## config.mk

```make
export PLATFORM = sky130hd
export DESIGN_NAME = spi_reg_target
export DESIGN_NICKNAME = d
export VERILOG_FILES = /design/src/rtl/spi_reg_pkg.sv /design/src/rtl/spi_pin_sync.sv /design/src/rtl/spi_frame_engine.sv /design/src/rtl/spi_reg_bank.sv /design/src/rtl/spi_reg_target.sv
export SDC_FILE = /design/constraint.sdc
export NUM_CORES = 1
export LEC_CHECK = 0
export CORE_UTILIZATION = 30
export CTS_CLUSTER_DIAMETER = 100
export DETAILED_ROUTE_END_ITERATION = 10
export SETUP_SLACK_MARGIN = 0.02
export SLEW_MARGIN = 20
export SYNTH_ARGS = -nofsm -noshare
export SYNTH_HDL_FRONTEND = slang
export SYNTH_SLANG_ARGS = --single-unit
```

## constraint.sdc

```tcl
create_clock -name clk -period 3.75 [get_ports clk]
set_clock_uncertainty 0.15 [all_clocks]
set_input_delay 0.75 -clock clk [delete_from_list [all_inputs] [get_ports clk]]
set_output_delay 0.75 -clock clk [all_outputs]
set_load 0.05 [all_outputs]
```

## src/rtl/spi_reg_pkg.sv

```systemverilog
package spi_reg_pkg;
  localparam int FRAME_BITS = 16;
  localparam int ADDR_W     = 4;
  localparam int DATA_W     = 8;
  localparam int RSVD_W     = FRAME_BITS - 1 - ADDR_W - DATA_W;
  localparam logic [ADDR_W-1:0] STATUS_ADDR = '0;

  typedef struct packed {
    logic              rd;
    logic [ADDR_W-1:0] addr;
    logic [RSVD_W-1:0] rsvd;
    logic [DATA_W-1:0] data;
  } spi_word_t;
endpackage

```

## src/rtl/spi_pin_sync.sv

```systemverilog
module spi_pin_sync #(
  parameter int STAGES = 2
) (
  input  logic clk,
  input  logic rst_n,
  input  logic cs_n_i,
  input  logic sclk_i,
  input  logic sdi_i,
  output logic cs_n_o,
  output logic sclk_o,
  output logic sdi_o,
  output logic cs_fall_o,
  output logic cs_rise_o,
  output logic sclk_fall_o,
  output logic sclk_rise_o
);
  localparam int LANES = 3;
  localparam logic [LANES-1:0] IDLE_VAL = 3'b100;

  logic [LANES-1:0]  raw;
  logic [LANES-1:0]  synced;
  logic [STAGES-1:0] chain_q [LANES];
  logic [1:0]        prev_q;

  assign raw = {cs_n_i, sclk_i, sdi_i};

  for (genvar g = 0; g < LANES; g++) begin : g_lane
    always_ff @(posedge clk or negedge rst_n) begin
      if (!rst_n) chain_q[g] <= {STAGES{IDLE_VAL[g]}};
      else        chain_q[g] <= {chain_q[g][STAGES-2:0], raw[g]};
    end
    assign synced[g] = chain_q[g][STAGES-1];
  end

  always_ff @(posedge clk or negedge rst_n) begin
    if (!rst_n) prev_q <= 2'b10;
    else        prev_q <= synced[2:1];
  end

  assign cs_n_o      = synced[2];
  assign sclk_o      = synced[1];
  assign sdi_o       = synced[0];
  assign cs_fall_o   = prev_q[1] & ~synced[2];
  assign cs_rise_o   = ~prev_q[1] & synced[2];
  assign sclk_fall_o = prev_q[0] & ~synced[1];
  assign sclk_rise_o = ~prev_q[0] & synced[1];
endmodule

```

## src/rtl/spi_frame_engine.sv

```systemverilog
module spi_frame_engine
  import spi_reg_pkg::*;
#(
  parameter int CNT_W = $clog2(FRAME_BITS + 2)
) (
  input  logic              clk,
  input  logic              rst_n,
  input  logic              cs_n_s,
  input  logic              sclk_s,
  input  logic              sdi_s,
  input  logic              cs_fall,
  input  logic              cs_rise,
  input  logic              sclk_fall,
  input  logic              sclk_rise,
  input  logic              err_flag_i,
  input  logic [DATA_W-1:0] rd_data_i,
  output logic [ADDR_W-1:0] rd_addr_o,
  output logic              sdo_o,
  output logic              commit_ok_o,
  output logic              commit_bad_o,
  output logic              commit_rd_o,
  output logic [ADDR_W-1:0] commit_addr_o,
  output logic [DATA_W-1:0] commit_data_o,
  output logic [CNT_W-1:0]  fall_cnt_o
);
  localparam int IDX_W = $clog2(FRAME_BITS);
  localparam logic [CNT_W-1:0] CNT_FULL  = CNT_W'(FRAME_BITS);
  localparam logic [CNT_W-1:0] CNT_SAT   = CNT_W'(FRAME_BITS + 1);
  localparam logic [CNT_W-1:0] ADDR_DONE = CNT_W'(ADDR_W);
  localparam logic [IDX_W-1:0] TOP_IDX   = IDX_W'(FRAME_BITS - 1);

  logic [CNT_W-1:0]      fall_q, fall_d, rise_q, rise_d;
  logic [FRAME_BITS-1:0] rx_q, rx_d;
  logic                  start_bad_q, start_bad_d;
  logic                  err_snap_q, err_snap_d;
  logic [DATA_W-1:0]     rd_byte_q, rd_byte_d;
  logic                  sdo_q, sdo_d;
  logic                  addr_stb_q, addr_stb_d;
  logic [FRAME_BITS-1:0] tx_word;
  logic                  frame_ok;
  spi_word_t             rx_word;

  assign tx_word = {err_snap_q, {(FRAME_BITS-DATA_W-1){1'b0}}, rd_byte_q};

  always_comb begin
    fall_d      = fall_q;
    rise_d      = rise_q;
    rx_d        = rx_q;
    start_bad_d = start_bad_q;
    err_snap_d  = err_snap_q;
    rd_byte_d   = rd_byte_q;
    sdo_d       = sdo_q;
    addr_stb_d  = 1'b0;
    if (cs_n_s) sdo_d = 1'b0;
    if (cs_fall) begin
      fall_d      = '0;
      rise_d      = '0;
      rx_d        = '0;
      start_bad_d = sclk_s;
      err_snap_d  = err_flag_i;
      rd_byte_d   = '0;
      sdo_d       = 1'b0;
    end else if (!cs_n_s) begin
      if (sclk_fall) begin
        rx_d       = {rx_q[FRAME_BITS-2:0], sdi_s};
        addr_stb_d = (fall_q == ADDR_DONE);
        if (fall_q != CNT_SAT) fall_d = fall_q + CNT_W'(1);
      end
      if (sclk_rise) begin
        if (rise_q < CNT_FULL) sdo_d = tx_word[TOP_IDX - rise_q[IDX_W-1:0]];
        else                   sdo_d = 1'b0;
        if (rise_q != CNT_SAT) rise_d = rise_q + CNT_W'(1);
      end
      if (addr_stb_q) rd_byte_d = rd_data_i;
    end
  end

  always_ff @(posedge clk or negedge rst_n) begin
    if (!rst_n) begin
      fall_q      <= '0;
      rise_q      <= '0;
      rx_q        <= '0;
      start_bad_q <= 1'b0;
      err_snap_q  <= 1'b0;
      rd_byte_q   <= '0;
      sdo_q       <= 1'b0;
      addr_stb_q  <= 1'b0;
    end else begin
      fall_q      <= fall_d;
      rise_q      <= rise_d;
      rx_q        <= rx_d;
      start_bad_q <= start_bad_d;
      err_snap_q  <= err_snap_d;
      rd_byte_q   <= rd_byte_d;
      sdo_q       <= sdo_d;
      addr_stb_q  <= addr_stb_d;
    end
  end

  assign frame_ok      = (fall_q == CNT_FULL) && (rise_q == CNT_FULL) && !start_bad_q && !sclk_s;
  assign commit_ok_o   = cs_rise & frame_ok;
  assign commit_bad_o  = cs_rise & ~frame_ok;
  assign rx_word       = spi_word_t'(rx_q);
  assign commit_rd_o   = rx_word.rd;
  assign commit_addr_o = rx_word.addr;
  assign commit_data_o = rx_word.data;
  assign rd_addr_o     = rx_q[ADDR_W-1:0];
  assign sdo_o         = sdo_q;
  assign fall_cnt_o    = fall_q;
endmodule

```

## src/rtl/spi_reg_bank.sv

```systemverilog
module spi_reg_bank
  import spi_reg_pkg::*;
#(
  parameter int NUM_CFG = 8
) (
  input  logic                      clk,
  input  logic                      rst_n,
  input  logic                      commit_ok,
  input  logic                      commit_bad,
  input  logic                      commit_rd,
  input  logic [ADDR_W-1:0]         commit_addr,
  input  logic [DATA_W-1:0]         commit_data,
  input  logic [ADDR_W-1:0]         rd_addr,
  input  logic [DATA_W-2:0]         stat_i,
  output logic [DATA_W-1:0]         rd_data,
  output logic [NUM_CFG*DATA_W-1:0] cfg_o,
  output logic                      err_o
);
  logic [DATA_W-1:0] cfg_q [NUM_CFG];
  logic              err_q, err_d, err_en;
  logic              err_clr;

  for (genvar i = 0; i < NUM_CFG; i++) begin : g_cfg
    logic wr_en;
    assign wr_en = commit_ok & ~commit_rd & (commit_addr == ADDR_W'(i + 1));
    always_ff @(posedge clk or negedge rst_n) begin
      if (!rst_n)     cfg_q[i] <= '0;
      else if (wr_en) cfg_q[i] <= commit_data;
    end
    assign cfg_o[i*DATA_W +: DATA_W] = cfg_q[i];
  end

  assign err_clr = commit_ok & commit_rd & (commit_addr == STATUS_ADDR);
  assign err_en  = commit_bad | err_clr;
  assign err_d   = commit_bad;

  always_ff @(posedge clk or negedge rst_n) begin
    if (!rst_n)      err_q <= 1'b0;
    else if (err_en) err_q <= err_d;
  end

  always_comb begin
    rd_data = '0;
    if (rd_addr == STATUS_ADDR) rd_data = {stat_i, err_q};
    for (int i = 0; i < NUM_CFG; i++) begin
      if (rd_addr == ADDR_W'(i + 1)) rd_data = cfg_q[i];
    end
  end

  assign err_o = err_q;
endmodule

```

## src/rtl/spi_reg_target.sv

```systemverilog
module spi_reg_target
  import spi_reg_pkg::*;
#(
  parameter int NUM_CFG     = 8,
  parameter int SYNC_STAGES = 2
) (
  input  logic                      clk,
  input  logic                      rst_n,
  input  logic                      spi_cs_n,
  input  logic                      spi_sclk,
  input  logic                      spi_sdi,
  output logic                      spi_sdo,
  output logic                      spi_sdo_en,
  input  logic [DATA_W-2:0]         stat_i,
  output logic [NUM_CFG*DATA_W-1:0] cfg_o,
  output logic                      frame_err_o
);
  localparam int CNT_W = $clog2(FRAME_BITS + 2);

  logic [1:0]        rst_sync_q;
  logic              rst_n_s;
  logic              cs_n_s, sclk_s, sdi_s;
  logic              cs_fall, cs_rise, sclk_fall, sclk_rise;
  logic [ADDR_W-1:0] rd_addr;
  logic [DATA_W-1:0] rd_data;
  logic              commit_ok, commit_bad, commit_rd;
  logic [ADDR_W-1:0] commit_addr;
  logic [DATA_W-1:0] commit_data;
  logic [CNT_W-1:0]  fall_cnt;

  always_ff @(posedge clk or negedge rst_n) begin
    if (!rst_n) rst_sync_q <= 2'b00;
    else        rst_sync_q <= {rst_sync_q[0], 1'b1};
  end
  assign rst_n_s = rst_sync_q[1];

  spi_pin_sync #(.STAGES(SYNC_STAGES)) u_sync (
    .clk(clk), .rst_n(rst_n_s),
    .cs_n_i(spi_cs_n), .sclk_i(spi_sclk), .sdi_i(spi_sdi),
    .cs_n_o(cs_n_s), .sclk_o(sclk_s), .sdi_o(sdi_s),
    .cs_fall_o(cs_fall), .cs_rise_o(cs_rise),
    .sclk_fall_o(sclk_fall), .sclk_rise_o(sclk_rise)
  );

  spi_frame_engine #(.CNT_W(CNT_W)) u_engine (
    .clk(clk), .rst_n(rst_n_s),
    .cs_n_s(cs_n_s), .sclk_s(sclk_s), .sdi_s(sdi_s),
    .cs_fall(cs_fall), .cs_rise(cs_rise),
    .sclk_fall(sclk_fall), .sclk_rise(sclk_rise),
    .err_flag_i(frame_err_o), .rd_data_i(rd_data),
    .rd_addr_o(rd_addr), .sdo_o(spi_sdo),
    .commit_ok_o(commit_ok), .commit_bad_o(commit_bad),
    .commit_rd_o(commit_rd), .commit_addr_o(commit_addr),
    .commit_data_o(commit_data), .fall_cnt_o(fall_cnt)
  );

  spi_reg_bank #(.NUM_CFG(NUM_CFG)) u_bank (
    .clk(clk), .rst_n(rst_n_s),
    .commit_ok(commit_ok), .commit_bad(commit_bad),
    .commit_rd(commit_rd), .commit_addr(commit_addr), .commit_data(commit_data),
    .rd_addr(rd_addr), .stat_i(stat_i),
    .rd_data(rd_data), .cfg_o(cfg_o), .err_o(frame_err_o)
  );

  assign spi_sdo_en = ~spi_cs_n;
endmodule

```

==> metrics.yaml, run 1 <==
run_status: "finished, final reports clean"
final_antenna_net_count: 0
power_switching_share_pct: 21.6
dr_total_vias: 3677
end_kind: "output port"
pwr-share-seq_pct: 43.3
ir_drop_mv: 0.203
post_drt_wl_per_cell_um: 18.3
crit_path_max_fanout: 2
detailedPlace.worstSlack_ns: 0.817
post-route-worst-setup-slack_ns: 0.832
utilization_pct: 39.9
clk_pin_slew_worst_paths_ns: 0.05
nets: 506
yosysWarningCount: 0
floorplan.initialDensity_pct: 30.7
grt_max_degree: 88
cts.repair.resized: 0
syn-cell-area_um2: 5290
worstSetupPathType: "input pin to output port"
clock_tree_from_tritoncts: "built"
synthArstFlopShare_pct: 100
yosysTopAreaCellShare_pct: 52.0
synthTopCellsByArea: "dfrtp_1, mux2_2, mux2i_1, a22o_1, o211ai_1"
clockRootBuffer: "clkbuf_16"
fmax_mhz: 343
post_dp_cell_area_um2: 6270
rows: 48
die_area_um2: 18200
worstPathRequired_ns: 2.85
slew-limit-headroom_pct: 27.6
detailedRoute.firstPassIterationCount: 4
power.combinational.fraction_pct: 3.7
proportion_of_layout_cells_with_a_drive_suffix_above_1_pct: 24.3
total_grt_usage_pct: 15.8
multi_input_area_um2: 2320
final_min_period_over_clock_period_pct: 77.8
yosys.area.top_type: "dfrtp_1"
filler_cell_count: 1596
final-seq-area_um2: 2840
fin_crit_ns: 2.92
synth-main-ff-cell: "dfrtp_1"
arrival_ns: 2.02
worstMarginPinSlew_ns: 1.09
post_dp_hpwl_mm: 9.11
power.density_nw_per_um2: 429
first_global_vias: 3817
unrepaired_setup_endpoints_after_global_routing: "false"
timing.setup.tns_ns: 0
yosysMostFrequentCell: "dfrtp_1"
synth-seq-cells: 113
power.internal_mw: 2.31
port-buffer-count: 78
ff2ff_path_depth: 4
die-height_um: 135
final_max_slew_viol_count: 0
rrSetupSlack_ns: 1.16
numClockSinks: 113
total_leakage_power_nw: 2.94
hold_path.class: "register to asynchronous set/reset pin"
insertedDiodeCount: 0
post_cts_hold_buffer_count: 0
initial_antenna_violation_count: 0
cts_buffers: 17
grt.overflow.total: 0
finalSetupViolations: 0
timing.hold.ws_ns: 0.120
synth.lib_cells_used.distinct: 56
max_cap_viol_count: 0
synth.cells.most_frequent: "dfrtp_1, mux2_2, clkbuf_1, mux2i_1, o211ai_1"
floorplan.die.width_um: 135
cells_after_synth: 416
floorplan.io_pins: 79
clk_latency_ns: 0.41
area_growth_pct: 29.8
syn_avg_cell_area_um2: 12.7
number_of_remaining_drc_errors: 0
gp_routability_congestion: 0.801
dr_vias_cell: 5.06
hold_viol_final: 0
cp-start-kind: "input pin"
htree_num_levels: 4
wl_mm: 13.3
cts_buffer_depth: 2
synth-seq-area-share_pct: 53.5
core_region_area_um2: 17200
power.net_switching_mw: 0.636
edff_count_synth: 0
grt_first_pass_wirelength_mm: 21.8
drt_first_iter_violations: 167
summed_area_of_non_filler_cells_in_the_final_layout_um2: 6870
count_of_buffers_added_by_post_cts_timing_repair_for_setup: 0
power.clock.fraction_pct: 52.9
synthesis.nets: 433
## routing by layer
metal | GRT usage, % | wire, µm
met1 | 22.0 | 6440
met2 | 24.1 | 6310
met3 | 4.09 | 437
met4 | 4.99 | 148
met5 | 0 | 0
## metrics by stage
stage / total power, mW / std cells
after floorplan: 1.36 / 416
after global placement: 1.40 / 694
after detailed placement: 1.41 / 694
after CTS: 2.97 / 726
after global routing: 3.05 / 727
final: 2.95 / 727
## worst max-delay path: stages
cell and delay, ns:
clkdlybuf4s50_1 0.42, inv_1 0.06, clkdlybuf4s50_1 0.79
## layout by cell type, fill, tap and decap left out, drive strengths merged, types with 5 or more instances in the layout
cell,count
mux2,72
nand2b,6
nor2,18
nand4b,5
inv,7
a22oi,14
clkbuf,25
o21ai,14
nand3,8
ha,5
dfrtp,110
clkinv,5
or4bb,6
clkdlybuf4s50,78
o211ai,18
a22o,16
mux2i,18
nand2,14
## cells by family after synthesis
| logic type | Yosys count | synth area share [%] |
|---|---|---|
| compound gates | 77 | 10.6 |
| buf+inv | 35 | 2.60 |
| mux | 91 | 19.7 |
| xor+xnor | 5 | 0.827 |
| fa+ha+maj | 5 | 1.18 |
| flops | 113 | 53.5 |
| simple gates | 89 | 11.5 |
| other cells | 1 | 0.0708 |
## power groups by stage
stage / combinational (mW) / sequential (mW) / clock (mW)
2_1_floorplan: 0.0763 / 1.28 / 0
3_3_place_gp: 0.0928 / 1.31 / 0
3_5_place_dp: 0.0958 / 1.31 / 0
4_1_cts: 0.0958 / 1.29 / 1.59
5_1_grt: 0.123 / 1.28 / 1.65
6_report: 0.110 / 1.28 / 1.56
## area by class of cell
type	instances	share of cell area (%)
flip-flops and latches	113	41.3
multi-input cells	268	33.8
repair buffers	82	12.1
clock buffers	25	7.07
well taps	225	4.10
clock inverters	7	1.24
inverters	7	0.382
## registers in the layout, summed over array words and instances, names as in the netlist
name and count:
rst_sync_q 2, u_bank.cfg_o 64, u_bank.err_o 1, u_engine.addr_stb_q 1, u_engine.err_snap_q 1, u_engine.fall_cnt_o 5, u_engine.rd_byte_q 8, u_engine.rise_q 5
u_engine.rx_q 16, u_engine.sdo_o 1, u_engine.start_bad_q 1, u_sync.chain_q 3, u_sync.cs_n_o 1, u_sync.prev_q 2, u_sync.sclk_o 1, u_sync.sdi_o 1
## path summary, 6_finish.rpt
check / end / startpoint
min in group clk: rst_sync_q[1] / rst_sync_q[0]
min: u_engine.rx_q[7] / rst_sync_q[1]
max reg2reg: u_bank.cfg_o[62] / u_sync.cs_n_o
min reg2reg: u_engine.rx_q[7] / rst_sync_q[1]
max: spi_sdo_en / spi_cs_n
max in group asynchronous: u_bank.cfg_o[45] / rst_sync_q[1]
No activity file was read; power rests on OpenSTA's default activity.
==> inputs of run 2 (changes only) <==
Clock period 3.75 ns to 2.7 ns, I/O delays scaled along.
==> run 2 against run 1 <==
  * Via count increased by 1.6%
  * Non-clock buffer count increased by 11
  * Total power increased by 43%
  * Register-to-register slack got worse by 0.86 ns
  * First-iteration DRC count increased by 17%
  * Highest routed layer unchanged
  * Utilization increased by 0.78 points
  * Hold slack got worse by 0.034 ns
==> metrics.yaml, run 2 (same netlist as run 1, synthesis figures left out) <==
run_status: "finished, final reports clean"
clock_tree_from_tritoncts: "built"
area_growth_pct: 32.3
clk_latency_ns: 0.41
drt_first_iter_violations: 196
timing.setup.tns_ns: 0
worstMarginPinSlew_ns: 0.643
detailedRoute.firstPassIterationCount: 4
multi_input_area_um2: 2330
rrSetupSlack_ns: 0.30
gp_routability_congestion: 0.776
dr_total_vias: 3736
filler_cell_count: 1590
total_grt_usage_pct: 15.8
total_leakage_power_nw: 3.02
detailedPlace.worstSlack_ns: 0.141
arrival_ns: 2.54
proportion_of_layout_cells_with_a_drive_suffix_above_1_pct: 26.7
dr.max_layer_used: "met4"
route.met2.wl_mm: 6.44
fmax_mhz: 417
hold_path.class: "register to asynchronous set/reset pin"
port-buffer-count: 78
utilization_pct: 40.6
post_drt_wl_per_cell_um: 18.4
end_kind: "register"
r2r_start: "u_engine.fall_cnt_o[0]"
fin_crit_ns: 2.40
crit_path_max_fanout: 8
largest_register_ff_count: 64
unrepaired_setup_endpoints_after_global_routing: "false"
max_cap_viol_count: 0
power.density_nw_per_um2: 603
finalSetupViolations: 0
grt_first_pass_wirelength_mm: 21.6
ir_drop_mv: 0.413
core_region_area_um2: 17200
post-route-worst-setup-slack_ns: 0.302
final_antenna_net_count: 0
number_of_remaining_drc_errors: 0
rows: 48
mostFrequentLayoutCells: "dfrtp_1, clkdlybuf4s50_1, mux2_2, mux2i_1, o211ai_1"
worst_reg2reg_path_endpoint: "u_bank.cfg_o[61]"
floorplan.io_pins: 79
clockRootBuffer: "clkbuf_16"
final_min_period_over_clock_period_pct: 88.8
insertedDiodeCount: 0
layout.cells.most_common: "dfrtp_1"
floorplan.die.width_um: 135
nets: 517
final-seq-area_um2: 2840
die_area_um2: 18200
ff2ff_path_depth: 6
final_max_slew_viol_count: 0
worstSetupPathType: "register to register"
cts_buffers: 17
cp-start-kind: "register"
slew-limit-headroom_pct: 57.0
route.met3.wl_um: 570
worstPathRequired_ns: 2.84
initial_antenna_violation_count: 0
timing.hold.ws_ns: 0.0864
cts_buffer_depth: 2
post_cts_hold_buffer_count: 0
first_global_vias: 3817
clk_pin_slew_worst_paths_ns: 0.05
grt.overflow.total: 0
dr_vias_cell: 5.06
numClockSinks: 113
htree_num_levels: 4
floorplan.initialDensity_pct: 30.7
wl_mm: 13.6
grt_max_degree: 58
hold_viol_final: 0
die-height_um: 135
post_dp_hpwl_mm: 9.49
route.layer.met1.wl_mm: 6.40
==> run 2: layout make-up <==
| cell class | count | share of cell area (%) |
|---|---|---|
| Tap cell | 225 | 4.02 |
| Sequential cell | 113 | 40.5 |
| Clock inverter | 4 | 1.00 |
| Multi-Input combinational cell | 268 | 33.2 |
| Inverter | 7 | 0.375 |
| Clock buffer | 28 | 7.80 |
| Timing Repair Buffer | 93 | 13.1 |
==> run 2: timing repair <==
action	CTS	global route
endpoints found under the setup margin	0	1
setup buffers	0	0
gates resized for setup	0	1
==> run 2: per-stage QoR <==
stage	area, µm²	std cells	total power [mW]
2_1_floorplan	5300	416	1.89
3_3_place_gp	6380	706	1.96
3_5_place_dp	6380	706	1.97
4_1_cts	7000	738	4.27
5_1_grt	7010	738	4.37
6_report	7010	738	4.23
==> run 2: worst max-delay path: stages, from the launching register on <==
cell	delay [ns]
dfrtp_1	0.43
inv_1	0.08
ha_1	0.17
and4bb_2	0.28
nand4_2	0.15
or4b_4	0.67
mux2_4	0.34
==> run 2: metal layers <==
layer	GRT usage (%)	vias up
li1	-	1722
met1	21.0	1914
met2	24.7	87
met3	4.05	13
met4	6.30	0
met5	0	-
==> run 2: worst max path at each step <==
stage                           startpoint                to  slack (ns)
CTS                 u_engine.fall_cnt_o[0]  u_bank.cfg_o[61]        0.12
finish              u_engine.fall_cnt_o[0]  u_bank.cfg_o[61]        0.30
global route        u_engine.fall_cnt_o[0]  u_bank.cfg_o[56]        0.21
global placement    u_engine.fall_cnt_o[0]  u_bank.cfg_o[61]        0.22
floorplan           u_engine.fall_cnt_o[0]  u_bank.cfg_o[56]        0.45
detailed placement  u_engine.fall_cnt_o[0]  u_bank.cfg_o[61]        0.14
==> run 2: power breakdown <==
group / leakage [nW] / internal, mW / total [mW] / switching (mW)
registers: 1.54 / 1.72 / 1.75 / 0.0334
logic: 1.18 / 0.0768 / 0.185 / 0.109
clock network: 0.307 / 1.55 / 2.29 / 0.736
==> inputs of run 3 (changes only) <==
Settings changed: MAX_ROUTING_LAYER set to met4.
==> run 3 against run 2 <==
  * Hold slack better by 0.0049 ns
  * Setup slack improved by 0.0026 ns
  * Sequential share of layout area unchanged
  * First-iteration DRC count up 20%
  * Design area unchanged
  * Die area is the same
  * Sequential power about the same
  * Global-route usage rose by 0.54 points
  * Non-clock buffer count did not move
  * Critical path depth did not move
  * Sequential cell count unchanged
  * Largest power group unchanged
==> metrics.yaml, run 3 (same netlist as run 1, synthesis figures left out) <==
run_status: "finished, final reports clean"
die_area_um2: 18200
detailedPlace.worstSlack_ns: 0.141
pwr-share-seq_pct: 41.4
finalSetupViolations: 0
die-height_um: 135
slew-limit-headroom_pct: 57.5
clk_latency_ns: 0.41
dr_total_vias: 3722
clock_tree_from_tritoncts: "built"
drt_first_iter_violations: 236
floorplan.initialDensity_pct: 30.7
initial_antenna_violation_count: 0
grt.overflow.total: 0
crit_path_max_fanout: 8
final_max_slew_viol_count: 0
utilization_pct: 40.6
critPathBufInv: 1
grt_max_degree: 58
worstSetupPathType: "register to register"
worstPathRequired_ns: 2.84
unrepaired_setup_endpoints_after_global_routing: "false"
fin_crit_ns: 2.40
port-buffer-count: 78
worstSetupPathDepth: 6
end_kind: "register"
summed_area_of_non_filler_cells_in_the_final_layout_um2: 7010
cts_buffer_depth: 2
cts_buffers: 17
post_drt_wl_per_cell_um: 18.4
timing.hold.ws_ns: 0.0913
detailedRoute.firstPassIterationCount: 4
timing.setup.tns_ns: 0
worst_reg2reg_path_endpoint: "u_bank.cfg_o[61]"
count_of_buffers_added_by_post_cts_timing_repair_for_setup: 0
post_dp_hpwl_mm: 9.49
post_cts_hold_buffer_count: 0
final_antenna_net_count: 0
rrSetupSlack_ns: 0.30
ir_drop_mv: 0.414
crit_chain: "inv_1 -> ha_1 -> and4bb_2 -> nand4_2 -> or4b_4 -> mux2_4"
critical_path.max_stage_delay_ns: 0.67
layout.cells.most_common: "dfrtp_1"
power.combinational.fraction_pct: 4.4
grt_first_pass_wirelength_mm: 21.6
first_global_vias: 3812
final_min_period_over_clock_period_pct: 88.7
post-route-worst-setup-slack_ns: 0.305
power.density_nw_per_um2: 604
power_switching_share_pct: 20.8
proportion_of_layout_cells_with_a_drive_suffix_above_1_pct: 26.7
ff2ff_path_depth: 6
worstMarginPinSlew_ns: 0.636
nets: 517
filler_cell_count: 1590
fmax_mhz: 418
arrival_ns: 2.54
total_grt_usage_pct: 16.4
family_of_cells_with_the_greatest_summed_delay_on_the_critical_path: "simple AND/OR/NAND/NOR gates"
dr_vias_cell: 5.04
floorplan.io_pins: 79
largest_register_ff_count: 64
floorplan.die.width_um: 135
htree_num_levels: 4
r2r_start: "u_engine.fall_cnt_o[0]"
clk_pin_slew_worst_paths_ns: 0.05
cp-start-kind: "register"
insertedDiodeCount: 0
power.clock.fraction_pct: 54.2
rows: 48
total_leakage_power_nw: 3.02
area_growth_pct: 32.3
power.net_switching_mw: 0.881
cp_slowest_cell: "or4b_4"
post_dp_cell_area_um2: 6380
hold_viol_final: 0
wl_mm: 13.6
number_of_remaining_drc_errors: 0
cts.repair.resized: 0
power.internal_mw: 3.35
core_region_area_um2: 17200
max_cap_viol_count: 0
hold_path.class: "register to asynchronous set/reset pin"
numClockSinks: 113
mostFrequentLayoutCells: "dfrtp_1, clkdlybuf4s50_1, mux2_2, mux2i_1, o211ai_1"
clockRootBuffer: "clkbuf_16"
gp_routability_congestion: 0.786
[run 3: worst register-to-register path, delay by kind of cell (launching register included)]
family | cells | cell delay (ns)
AND/OR/NAND/NOR | 3 | 1.10
multiplexers | 1 | 0.34
flip-flops | 1 | 0.43
buffers and inverters | 1 | 0.08
adder cells (fa/ha/maj) | 1 | 0.17
[run 3: layout make-up]
type	instances	area, µm²	share of cell area [%]
tap	225	282	4.02
inverter	7	26.3	0.375
clock buffer	28	547	7.80
timing repair buffer	93	916	13.1
multi-input combinational	268	2330	33.2
sequential	113	2840	40.5
clock inverter	4	70.1	1.00
[run 3: metal layers]
layer	vias up	part of all wire [%]	global-route usage (%)
met3	17	4.3	3.94
met4	0	1.6	6.30
met5	-	0	-
li1	1720	-	-
met1	1894	47	21.5
met2	91	47	24.4
[run 3: worst max path at each step]
stage / startpoint / to / slack, ns
2_1_floorplan: u_engine.fall_cnt_o[0] / u_bank.cfg_o[56] / 0.45
3_3_place_gp: u_engine.fall_cnt_o[0] / u_bank.cfg_o[61] / 0.22
3_5_place_dp: u_engine.fall_cnt_o[0] / u_bank.cfg_o[61] / 0.14
4_1_cts: u_engine.fall_cnt_o[0] / u_bank.cfg_o[61] / 0.12
5_1_grt: u_engine.fall_cnt_o[0] / u_bank.cfg_o[56] / 0.21
6_report: u_engine.fall_cnt_o[0] / u_bank.cfg_o[61] / 0.30
[run 3: power groups by stage]
stage	registers [mW]	clock network, mW	logic [mW]
2_1_floorplan	1.78	0	0.106
3_3_place_gp	1.78	0	0.182
3_5_place_dp	1.78	0	0.188
4_1_cts	1.75	2.33	0.188
5_1_grt	1.76	2.41	0.203
6_report	1.75	2.29	0.186
[run 3: through the flow]
stage | std cells | power, mW
after floorplan | 416 | 1.89
after global placement | 706 | 1.96
after detailed placement | 706 | 1.97
after CTS | 738 | 4.27
after global routing | 738 | 4.37
final | 738 | 4.23
